==> src/rtl/finj_pkg.sv <==
package finj_pkg;
  localparam int LFSR_W = 16;
  localparam logic [LFSR_W-1:0] LFSR_SEED = 16'hACE1;
  localparam logic [LFSR_W-1:0] LFSR_TAPS = 16'hB400;

  // strobes from control to datapath
  typedef struct packed {
    logic pulseOn;
    logic chainStart;
  } finj_strobe_t;
endpackage

==> src/rtl/finj_lfsr.sv <==
module finj_lfsr #(
  parameter int W = 16,
  parameter logic [W-1:0] TAPS = '1,
  parameter logic [W-1:0] SEED = 1
) (
  input  logic         clk,
  input  logic         rstN,
  output logic [W-1:0] state
);
  logic [W-1:0] nextState;

  // Galois form, shifting right
  always_comb begin
    nextState = state >> 1;
    if (state[0]) nextState = nextState ^ TAPS;
  end

  always_ff @(posedge clk or negedge rstN) begin
    if (!rstN) state <= SEED;
    else       state <= nextState;
  end
endmodule

==> src/rtl/finj_ctrl.sv <==
module finj_ctrl
  import finj_pkg::*;
#(
  parameter int CNT_W = 8
) (
  input  logic              clk,
  input  logic              rstN,
  input  logic              enable,
  input  logic              chainIn,
  input  logic [CNT_W-1:0]  widthCfg,
  input  logic [CNT_W-1:0]  periodCfg,
  input  logic              useRandom,
  input  logic [LFSR_W-1:0] threshold,
  input  logic [LFSR_W-1:0] lfsrVal,
  output finj_strobe_t      strobe,
  output logic [CNT_W-1:0]  periodCnt
);
  localparam logic [CNT_W-1:0] ONE = CNT_W'(1);

  logic allowPulse;
  logic wrapNow;
  logic gateOpen;
  logic inWindow;

  always_comb begin
    wrapNow  = (periodCnt == '0) || (periodCnt >= periodCfg) || chainIn;
    gateOpen = !useRandom || (lfsrVal < threshold);
    inWindow = (periodCnt != '0) && (periodCnt <= widthCfg);
  end

  always_ff @(posedge clk or negedge rstN) begin
    if (!rstN) begin
      periodCnt  <= '0;
      allowPulse <= 1'b0;
    end else if (!enable) begin
      periodCnt  <= '0;
      allowPulse <= 1'b0;
    end else if (wrapNow) begin
      periodCnt  <= ONE;
      allowPulse <= gateOpen;
    end else begin
      periodCnt  <= periodCnt + ONE;
    end
  end

  always_comb begin
    strobe.pulseOn    = allowPulse && inWindow;
    strobe.chainStart = allowPulse && inWindow && (periodCnt == ONE);
  end
endmodule

==> src/rtl/finj_dpath.sv <==
module finj_dpath
  import finj_pkg::*;
#(
  parameter int DATA_W = 1
) (
  input  finj_strobe_t       strobe,
  input  logic               modeInvert,
  input  logic [DATA_W-1:0]  stuckLevel,
  input  logic [DATA_W-1:0]  dataIn,
  output logic [DATA_W-1:0]  dataOut,
  output logic               chainOut
);
  genvar gi;
  generate
    for (gi = 0; gi < DATA_W; gi++) begin : g_lane
      logic faultBit;
      always_comb begin
        faultBit    = modeInvert ? ~dataIn[gi] : stuckLevel[gi];
        dataOut[gi] = strobe.pulseOn ? faultBit : dataIn[gi];
      end
    end
  endgenerate

  assign chainOut = strobe.chainStart;
endmodule

==> src/rtl/pulse_fault_injector.sv <==
module pulse_fault_injector
  import finj_pkg::*;
#(
  parameter int CNT_W  = 8,
  parameter int DATA_W = 1
) (
  input  logic              clk,
  input  logic              rstN,
  input  logic              enable,
  input  logic [CNT_W-1:0]  widthCfg,
  input  logic [CNT_W-1:0]  periodCfg,
  input  logic              modeInvert,
  input  logic [DATA_W-1:0] stuckLevel,
  input  logic              useRandom,
  input  logic [LFSR_W-1:0] threshold,
  input  logic              chainIn,
  input  logic [DATA_W-1:0] dataIn,
  output logic [DATA_W-1:0] dataOut,
  output logic              chainOut
);
  logic [LFSR_W-1:0] lfsrVal;
  logic [CNT_W-1:0]  periodCnt;
  finj_strobe_t      strobe;

  finj_lfsr #(.W(LFSR_W), .TAPS(LFSR_TAPS), .SEED(LFSR_SEED)) u_lfsr (
    .clk(clk), .rstN(rstN), .state(lfsrVal)
  );

  finj_ctrl #(.CNT_W(CNT_W)) u_ctrl (
    .clk(clk), .rstN(rstN), .enable(enable), .chainIn(chainIn),
    .widthCfg(widthCfg), .periodCfg(periodCfg), .useRandom(useRandom),
    .threshold(threshold), .lfsrVal(lfsrVal), .strobe(strobe),
    .periodCnt(periodCnt)
  );

  finj_dpath #(.DATA_W(DATA_W)) u_dpath (
    .strobe(strobe), .modeInvert(modeInvert), .stuckLevel(stuckLevel),
    .dataIn(dataIn), .dataOut(dataOut), .chainOut(chainOut)
  );
endmodule

==> config.mk <==
export PLATFORM = sky130hd
export DESIGN_NAME = pulse_fault_injector
export DESIGN_NICKNAME = d
export VERILOG_FILES = /design/src/rtl/finj_pkg.sv /design/src/rtl/finj_lfsr.sv /design/src/rtl/finj_ctrl.sv /design/src/rtl/finj_dpath.sv /design/src/rtl/pulse_fault_injector.sv
export SDC_FILE = /design/constraint.sdc
export NUM_CORES = 1
export LEC_CHECK = 0
export ABC_AREA = 1
export BUFFER_PORTS_ARGS = -buffer_cell sky130_fd_sc_hd__clkbuf_2
export CORE_ASPECT_RATIO = 1.4
export CORE_MARGIN = 5
export CORE_UTILIZATION = 58
export CTS_CLUSTER_DIAMETER = 50
export DETAILED_ROUTE_END_ITERATION = 8
export PLACE_DENSITY = 0.85
export SLEW_MARGIN = 25
export SYNTH_ARGS = -nofsm -noshare
export SYNTH_HDL_FRONTEND = slang
export SYNTH_SLANG_ARGS = --single-unit
==> constraint.sdc <==
create_clock -name clk -period 2.3 [get_ports clk]
set_input_delay 0.23 -clock clk [delete_from_list [all_inputs] [get_ports clk]]
set_output_delay 0.23 -clock clk [all_outputs]
set_load 0.02 [all_outputs]
==> impl_metrics.toml, run 1 <==
[pwr]
intPower_mw = 0.6241
power.switching_mw = 0.1983
pwr-share-clk_pct = 30.3
netSwitchingFraction_pct = 24.11
irDropWorstVdd_mv = 0.4624
p_leak_nw = 1.287
p_seq_share_pct = 54.2
power_frac_comb_pct = 15.5
pwr_density_cell_nw_per_um2 = 389.2

[logic_synthesis]
synthDistinctLibCells = 25
syn_avg_cell_area_um2 = 8.122
yosysWarnings = 0
synth-seq-cells = 25
seq_area_frac_synth_pct = 35.25
syn-num-nets = 296
syn_inst = 222
syn-cell-area_um2 = 1803

[worst_setup_path]
critical_path.endpoint_type = "primary output"
ff2ff_setup_slack_ns = 0.54
worst-path-max-fanout = 4
worst_path_most_repeated_cell = "nand2_1"
timing.rr.end = "u_ctrl.periodCnt[2]"
r2r-start = "u_ctrl.periodCnt[7]"
start_kind = "flop"
critPathKind = "reg2out"
ff2ff_path_depth = 7
critPathSlowestCell = "dfrtp_1"
crit_chain = "ha_1, nand2_1, nor2_1, nand2_1, o211ai_1, nand2_1, nand2_1, nand2_1, nand2_1, clkbuf_2"
critical_path.max_stage_delay_ns = 0.43
arrival_ns = 1.83
cp.required_ns = 2.07

[die]
dieArea_um2 = 4339
rows = 24
initial_core_util_pct = 58.86
ios = 42
fp.dieH_um = 75.97
core_um2 = 3063
dieWidth_um = 57.12

[timing]
holdWs_ns = 0.2378
rsz0062_at_grt = "no"
skew_ns = 0.003235
fin_crit_ns = 2.057
fmax_mhz = 486.2
fin_setup_tns_ns = 0
post-route-period-util_pct = 89.42
final-hold-violation-count = 0
max_slew_margin_pct = 61.06
finalMaxSlewViolations = 0
worst_slew_pin_slew_ns = 0.5840
finalSetupViolCount = 0

[placed_design]
place_inst = 302
dpl-instance-area_um2 = 2057
dp.final_hpwl_um = 2818
gp_congestion = 0.7769
io_buffers = 41

[detailed_routing]
final_antenna_net_count = 0
route.final.wire_length_um = 3273
dr.pass1.iters = 4
avgRoutedWirePerCell_um = 10.66
drc_errors = 0
via_per_inst = 4.818
via_count = 1479
drtIter0Drc = 28

[cells_and_area]
final_nets = 343
instances_no_fill = 307
antenna_cells = 0
drive_gt1_share_pct = 23.51
final_area_um2 = 2113
fillers = 277
mostFrequentLayoutCells = "inv_1 (51), nand2_1 (46), clkbuf_2 (41)"
layout-area-overhead-vs-synth_pct = 17.21
final_common_cell = "inv_1"
final_util_pct = 69.00

[global_routing]
antenna_found_initial = 0
grt_pass1_wl_um = 5616
grt_pass1_vias = 1436
gr-total-overflow = 0
groute.usage.overall_pct = 16.05
grt_start_max_net_pins = 26

[clocking]
clk_pin_slew_ns = 0.08
clock_sinks = 25
clock_latency_ns = 0.26
cts_buffers = 3
cts_tree = "yes"
clock_path_buffers = 2
htree_num_levels = 1
cts_root_buffer = "clkbuf_8"

[hold_path]
min_to = "u_ctrl.periodCnt[4]"
min_from = "enable"
holdCritPathClass = "in2reg"
hold_path_depth = 3

[status]
outcome = "finished, final reports clean"

[flow_run]
drv_cap = 0
metal layers:
layer	vias to the layer above	GRT usage [%]	wire length (um)	share of wire [%]
li1	782	-	-	-
met1	652	17.08	1291	39
met2	37	30.21	1720	53
met3	8	2.712	173	5.3
met4	0	6.265	87	2.7
met5	-	0	0	0
metrics by stage:
step | setup WS, ns | total power, mW
after floorplan | 0.6143 | 0.5228
after global placement | 0.5462 | 0.5788
after global routing | 0.04274 | 0.8756
final | 0.2433 | 0.8224
after CTS | 0.1984 | 0.8346
after detailed placement | 0.4972 | 0.5825
cell usage after synthesis:
cell	number	area share, %
nor3_1	3	0.83
inv_1	51	11
nor3_2	2	1.1
inv_2	1	0.21
a21oi_1	13	3.6
nor2_1	18	3.7
nand4_1	2	0.69
a31oi_1	1	0.35
o21bai_1	1	0.42
nand3_2	1	0.56
nor4_1	1	0.35
nand4_2	1	0.69
nor2_2	3	1.0
ha_1	34	24
o21ai_0	4	1.1
o211ai_1	1	0.42
a21boi_0	1	0.42
a21o_1	1	0.42
dfrtp_1	17	24
xor2_1	6	2.9
nand2_1	46	9.6
nand3_1	4	1.1
nand2_2	1	0.35
nor2_4	1	0.62
dfstp_2	8	12
power groups by stage:
| stage | combinational [mW] | sequential, mW | clock (mW) |
|---|---|---|---|
| finish | 0.128 | 0.446 | 0.249 |
| floorplan | 0.0695 | 0.453 | 0 |
| CTS | 0.131 | 0.446 | 0.258 |
| global placement | 0.125 | 0.454 | 0 |
| global route | 0.152 | 0.446 | 0.278 |
| detailed placement | 0.129 | 0.454 | 0 |
worst max-delay path: cells and delay by family (launching register included):
| kind | cells | cell delay (ns) |
|---|---|---|
| simple gates | 7 | 0.58 |
| flops | 1 | 0.43 |
| buf+inv | 1 | 0.16 |
| fa+ha+maj | 1 | 0.33 |
| compound gates | 1 | 0.08 |
cell type report:
cell class              count  area (um^2)  share of cell area (%)
well taps                  39        48.80                   2.309
multi-input cells         145        972.2                   46.00
inverters                  52        195.2                   9.236
repair buffers             42        215.2                   10.18
flip-flops and latches     25        636.9                   30.14
clock buffers               4        45.04                   2.131
what timing repair did:
action / 4_1_cts / 5_1_grt
endpoints found under the setup margin: 0 / 1
buffers inserted: 0 / 0
endpoints found under the hold margin: 17 / 0
resized for setup: 0 / 2
hold buffers: 1 / 0
state kept, by name, indices dropped and copies added, names as in the netlist:
signal,count
u_ctrl.allowPulse,1
u_ctrl.periodCnt,8
u_lfsr.state,16
worst max-delay path by stage:
stage	slack (ns)	startpoint	to	depth (start not counted)
after floorplan	0.61	u_ctrl.periodCnt[3]	chainOut	8
after global placement	0.55	u_ctrl.periodCnt[3]	dataOut	10
after detailed placement	0.50	u_ctrl.periodCnt[3]	dataOut	10
after CTS	0.20	u_ctrl.periodCnt[3]	dataOut	10
after global routing	0.04	u_ctrl.periodCnt[0]	dataOut	12
final	0.24	u_ctrl.periodCnt[7]	dataOut	10
cell families after synthesis:
group / count (synthesis) / share of synthesized area (%)
simple gates: 83 / 20.68
compound gates: 22 / 6.732
buf+inv: 52 / 10.83
flops: 25 / 35.25
fa+ha+maj: 34 / 23.59
xor+xnor: 6 / 2.915
No activity file was read; power rests on OpenSTA's default activity.
==> run 2, diff against run 1 <==
--- a/config.mk
+++ b/config.mk
@@ -9,10 +9,10 @@
 export BUFFER_PORTS_ARGS = -buffer_cell sky130_fd_sc_hd__clkbuf_2
 export CORE_ASPECT_RATIO = 1.4
 export CORE_MARGIN = 5
-export CORE_UTILIZATION = 58
+export CORE_UTILIZATION = 49
 export CTS_CLUSTER_DIAMETER = 50
 export DETAILED_ROUTE_END_ITERATION = 8
-export PLACE_DENSITY = 0.85
+export PLACE_DENSITY = 0.77
 export SLEW_MARGIN = 25
 export SYNTH_ARGS = -nofsm -noshare
 export SYNTH_HDL_FRONTEND = slang
==> constraint.sdc (replaced) <==
create_clock -name clk -period 1.7 [get_ports clk]
set_input_delay 0.17 -clock clk [delete_from_list [all_inputs] [get_ports clk]]
set_output_delay 0.17 -clock clk [all_outputs]
set_load 0.02 [all_outputs]
==> impl_metrics.toml, run 2 (synthesized netlist as in run 1, its figures left out) <==
[cells_and_area]
final_nets = 361
instances_no_fill = 328
final_common_cell = "inv_1"
mostFrequentLayoutCells = "inv_1 (50), nand2_1 (39), clkbuf_2 (39)"
layout-area-overhead-vs-synth_pct = 36.02
final_area_um2 = 2452
antenna_cells = 0
reg.largest.list = "u_lfsr.state (16), u_ctrl.periodCnt (8), u_ctrl.allowPulse (1)"
largest_reg_flops = 16
drive_gt1_share_pct = 37.41
regMostFlops = "u_lfsr.state"
fillers = 299

[clocking]
cts_tree = "yes"
clock_sinks = 25
htree_num_levels = 1
clk_pin_slew_ns = 0.08
clock_latency_ns = 0.27
clock_path_buffers = 2
cts_buffers = 3
cts_root_buffer = "clkbuf_8"

[status]
outcome = "finished with violations"
violations = "negative setup slack"

[timing]
fin_crit_ns = 1.901
finalSetupViolCount = 11
finalWorstSetupSlack_ns = -0.2012
holdWs_ns = 0.1779
max_slew_margin_pct = 59.15
worst_slew_pin_slew_ns = 0.6128
fin_setup_tns_ns = -1.227
skew_ns = 0.001946
final-hold-violation-count = 0
fmax_mhz = 526.0
post-route-period-util_pct = 111.8
rsz0062_at_grt = "yes"
finalMaxSlewViolations = 0

[worst_setup_path]
start_kind = "flop"
critPathSlowestCell = "dfrtp_1"
critPathKind = "reg2reg"
critical_path.max_stage_delay_ns = 0.42
critical_path.endpoint_type = "flop"
cp.required_ns = 1.89
worst-path-max-fanout = 6
crit_chain = "buf_4, ha_1, a21o_1, nor2_2, nand4_2, nor2_4, nand2_4, nor3_2"
arrival_ns = 2.09

[global_routing]
gr-total-overflow = 0
groute.usage.overall_pct = 16.11
grt_pass1_wl_um = 6127
grt_start_max_net_pins = 26
grt_pass1_vias = 1630
antenna_found_initial = 0

[pwr]
pwr_density_cell_nw_per_um2 = 480.8
irDropWorstVdd_mv = 0.5969
p_leak_nw = 1.393

[placed_design]
dp_worst_setup_slack_ns = 0.005236
place_inst = 312
dpl-instance-area_um2 = 2113
dp.final_hpwl_um = 2894
gp_congestion = 0.8890
io_buffers = 41

[detailed_routing]
drtIter0Drc = 44
drc_errors = 0
avgRoutedWirePerCell_um = 11.97
route.final.wire_length_um = 3925
via_count = 1562
dr.pass1.iters = 4
via_per_inst = 4.762
final_antenna_net_count = 0

[die]
dieWidth_um = 61.27
ios = 42
fp.dieH_um = 81.77
core_um2 = 3611
rows = 26
initial_core_util_pct = 49.93
dieArea_um2 = 5010

[flow_run]
drv_cap = 0

[hold_path]
holdCritPathClass = "in2reg"
==> run 2: layer usage <==
metal | up-vias | global-route usage (%) | share of wire [%]
met5 | - | 0 | 0
met4 | 0 | 8.677 | 2.7
met3 | 11 | 1.887 | 4.8
met2 | 40 | 30.30 | 54
met1 | 690 | 16.54 | 38
li1 | 821 | - | -
==> run 2: through the flow <==
stage	total power [mW]	util [%]
finish	1.179	67.91
floorplan	0.7073	-
global route	1.248	67.91
global placement	0.7868	58.52
CTS	1.156	63.44
detailed placement	0.7901	58.52
==> run 2: path summary, 6_finish.rpt <==
path / start / end / slack [ns] / cells after the start
min in group asynchronous: rstN / u_lfsr.state[2] / 0.45 / 2
worst min-delay path: enable / u_ctrl.allowPulse / 0.18 / 3
worst max-delay path: u_ctrl.periodCnt[7] / u_ctrl.periodCnt[2] / -0.20 / 8
max in group asynchronous: rstN / u_ctrl.periodCnt[5] / 0.81 / 2
worst min register to register: u_lfsr.state[6] / u_lfsr.state[5] / 0.37 / 0
worst max register to register: u_ctrl.periodCnt[7] / u_ctrl.periodCnt[2] / -0.20 / 8
==> run 2: power breakdown <==
group / switching (mW) / internal, mW / leakage (nW)
combinational: 0.118 / 0.106 / 1.06
sequential: 0.00238 / 0.599 / 0.312
clock: 0.185 / 0.168 / 0.0228
==> run 2: repair_timing <==
item / 4_1_cts / 5_1_grt
endpoints found under the setup margin: 2 / 11
pin swaps: 4 / 14
hold endpoints to repair: 17 / 0
hold buffers: 1 / 0
buffers inserted: 7 / 4
gates resized for setup: 14 / 26
==> run 2: area by class of cell <==
| type | instances | area, um^2 | share of cell area [%] |
|---|---|---|---|
| Multi-Input combinational cell | 145 | 1155 | 47.09 |
| Sequential cell | 25 | 638.1 | 26.02 |
| Timing Repair Buffer | 60 | 366.6 | 14.95 |
| Inverter | 52 | 195.2 | 7.959 |
| Tap cell | 42 | 52.55 | 2.143 |
| Clock buffer | 4 | 45.04 | 1.837 |
==> run 2: worst max-delay path, delay by kind of cell, from the launching register on <==
family / cells / cell delay, ns
AOI/OAI and AO/OA: 1 / 0.17
DFF: 1 / 0.42
buffers and inverters: 1 / 0.16
and+or+nand+nor: 5 / 0.80
adders and majority gates: 1 / 0.28
==> run 3, diff against run 2 <==
--- a/config.mk
+++ b/config.mk
@@ -7,7 +7,6 @@
 export LEC_CHECK = 0
 export ABC_AREA = 1
 export BUFFER_PORTS_ARGS = -buffer_cell sky130_fd_sc_hd__clkbuf_2
-export CORE_ASPECT_RATIO = 1.4
 export CORE_MARGIN = 5
 export CORE_UTILIZATION = 49
 export CTS_CLUSTER_DIAMETER = 50
==> impl_metrics.toml, run 3 (synthesized netlist as in run 1, its figures left out) <==
[global_routing]
gr-total-overflow = 0
antenna_found_initial = 0
grt_pass1_wl_um = 6230
groute.usage.overall_pct = 15.02
grt_pass1_vias = 1530
grt_start_max_net_pins = 26

[timing]
skew_ns = 0.004193
final-hold-violation-count = 0
fmax_mhz = 518.4
finalWorstSetupSlack_ns = -0.2292
worst_slew_pin_slew_ns = 0.6029
max_slew_margin_pct = 59.80
post-route-period-util_pct = 113.5
finalSetupViolCount = 8
holdWs_ns = 0.1894
fin_crit_ns = 1.929
finalMaxSlewViolations = 0
rsz0062_at_grt = "yes"

[clocking]
cts_root_buffer = "clkbuf_8"
htree_num_levels = 1
cts_tree = "yes"
clock_latency_ns = 0.26
clock_sinks = 25
clock_path_buffers = 2
clk_pin_slew_ns = 0.08
cts_buffers = 3

[worst_setup_path]
start_kind = "flop"
cp.required_ns = 1.53
critPathKind = "reg2out"
worst-path-max-fanout = 2
critical_path.endpoint_type = "primary output"
arrival_ns = 1.76
ff2ff_setup_slack_ns = -0.04

[placed_design]
io_buffers = 41
place_inst = 316
dp.final_hpwl_um = 2801
gp_congestion = 0.7337

[detailed_routing]
drtIter0Drc = 29
dr.pass1.iters = 4
drc_errors = 0
avgRoutedWirePerCell_um = 10.83
via_per_inst = 4.633
final_antenna_net_count = 0
via_count = 1515
route.final.wire_length_um = 3540

[pwr]
power.total_mw = 1.138
pwr_density_cell_nw_per_um2 = 489.0
p_leak_nw = 1.357
irDropWorstVdd_mv = 0.5030

[die]
ios = 42
initial_core_util_pct = 50.00
fp.dieH_um = 70.66
rows = 22
core_um2 = 3606
dieWidth_um = 70.66
dieArea_um2 = 4993

[status]
violations = "negative setup slack"
outcome = "finished with violations"

[cells_and_area]
regMostFlops = "u_lfsr.state"
reg.largest.list = "u_lfsr.state (16), u_ctrl.periodCnt (8), u_ctrl.allowPulse (1)"
regArea_um2 = 636.9
fillers = 307
drive_gt1_share_pct = 31.90
final_common_cell = "inv_1"
final_nets = 354
layout-area-overhead-vs-synth_pct = 29.08
instances_no_fill = 327
multiInputGateArea_um2 = 1077
antenna_cells = 0
mostFrequentLayoutCells = "inv_1 (50), nand2_1 (45), clkbuf_2 (39)"
largest_reg_flops = 16

[hold_path]
holdCritPathClass = "in2reg"

[flow_run]
drv_cap = 0
==> run 3: worst max-delay path, stage by stage (launching register included) <==
cell      delay (ns)
dfrtp_1         0.43
ha_4            0.28
nand2_1         0.06
o21ai_1         0.13
nand2_1         0.06
o211ai_1        0.07
nand2_1         0.11
nand2_1         0.09
nand2_1         0.05
nand2_1         0.07
clkbuf_8        0.14
==> run 3: what timing repair did <==
| action | 4_1_cts | 5_1_grt |
|---|---|---|
| pin swaps | 8 | 2 |
| gates resized for setup | 10 | 15 |
| hold buffers | 1 | 0 |
| hold endpoints to repair | 17 | 0 |
| setup endpoints to repair | 2 | 11 |
| setup buffers | 6 | 0 |
==> run 3: layer usage <==
metal  track usage [%]  wire [um]  vias up
li1                  -          -      805
met5                 0          0        -
met3             2.841        186        2
met4             2.505         12        0
met2             27.96       1770       33
met1             18.24       1571      675
==> run 3: worst paths after layout <==
check	startpoint	to	depth (start not counted)
max reg2reg	u_ctrl.periodCnt[3]	u_ctrl.periodCnt[5]	11
min	enable	u_ctrl.allowPulse	3
min reg2reg	u_lfsr.state[7]	u_lfsr.state[6]	0
max in group asynchronous	rstN	u_ctrl.periodCnt[5]	2
min in group asynchronous	rstN	u_lfsr.state[12]	2
max	u_ctrl.periodCnt[3]	dataOut	10
==> run 3: where the power goes <==
group,total [mW],internal [mW],switching (mW)
logic,0.199,0.0930,0.106
registers,0.602,0.599,0.00243
clock network,0.337,0.167,0.170
==> run 3: layout make-up <==
class	instances	share of cell area [%]
flip-flops and latches	25	27.37
inverters	52	8.387
repair buffers	53	13.44
well taps	48	2.581
multi-input cells	145	46.29
clock buffers	4	1.935
==> run 3: stage by stage <==
| step | TNS, ns | instance area [um^2] | utilization [%] | setup WS (ns) |
|---|---|---|---|---|
| 5_1_grt | -1.491 | 2327 | 64.54 | -0.3467 |
| 2_1_floorplan | 0 | 1803 | - | 0.07427 |
| 4_1_cts | -0.6463 | 2263 | 62.77 | -0.2694 |
| 6_report | -0.5029 | 2327 | 64.54 | -0.2292 |
| 3_3_place_gp | -0.003849 | 2106 | 58.40 | -0.003362 |
| 3_5_place_dp | -0.05236 | 2106 | 58.40 | -0.03415 |
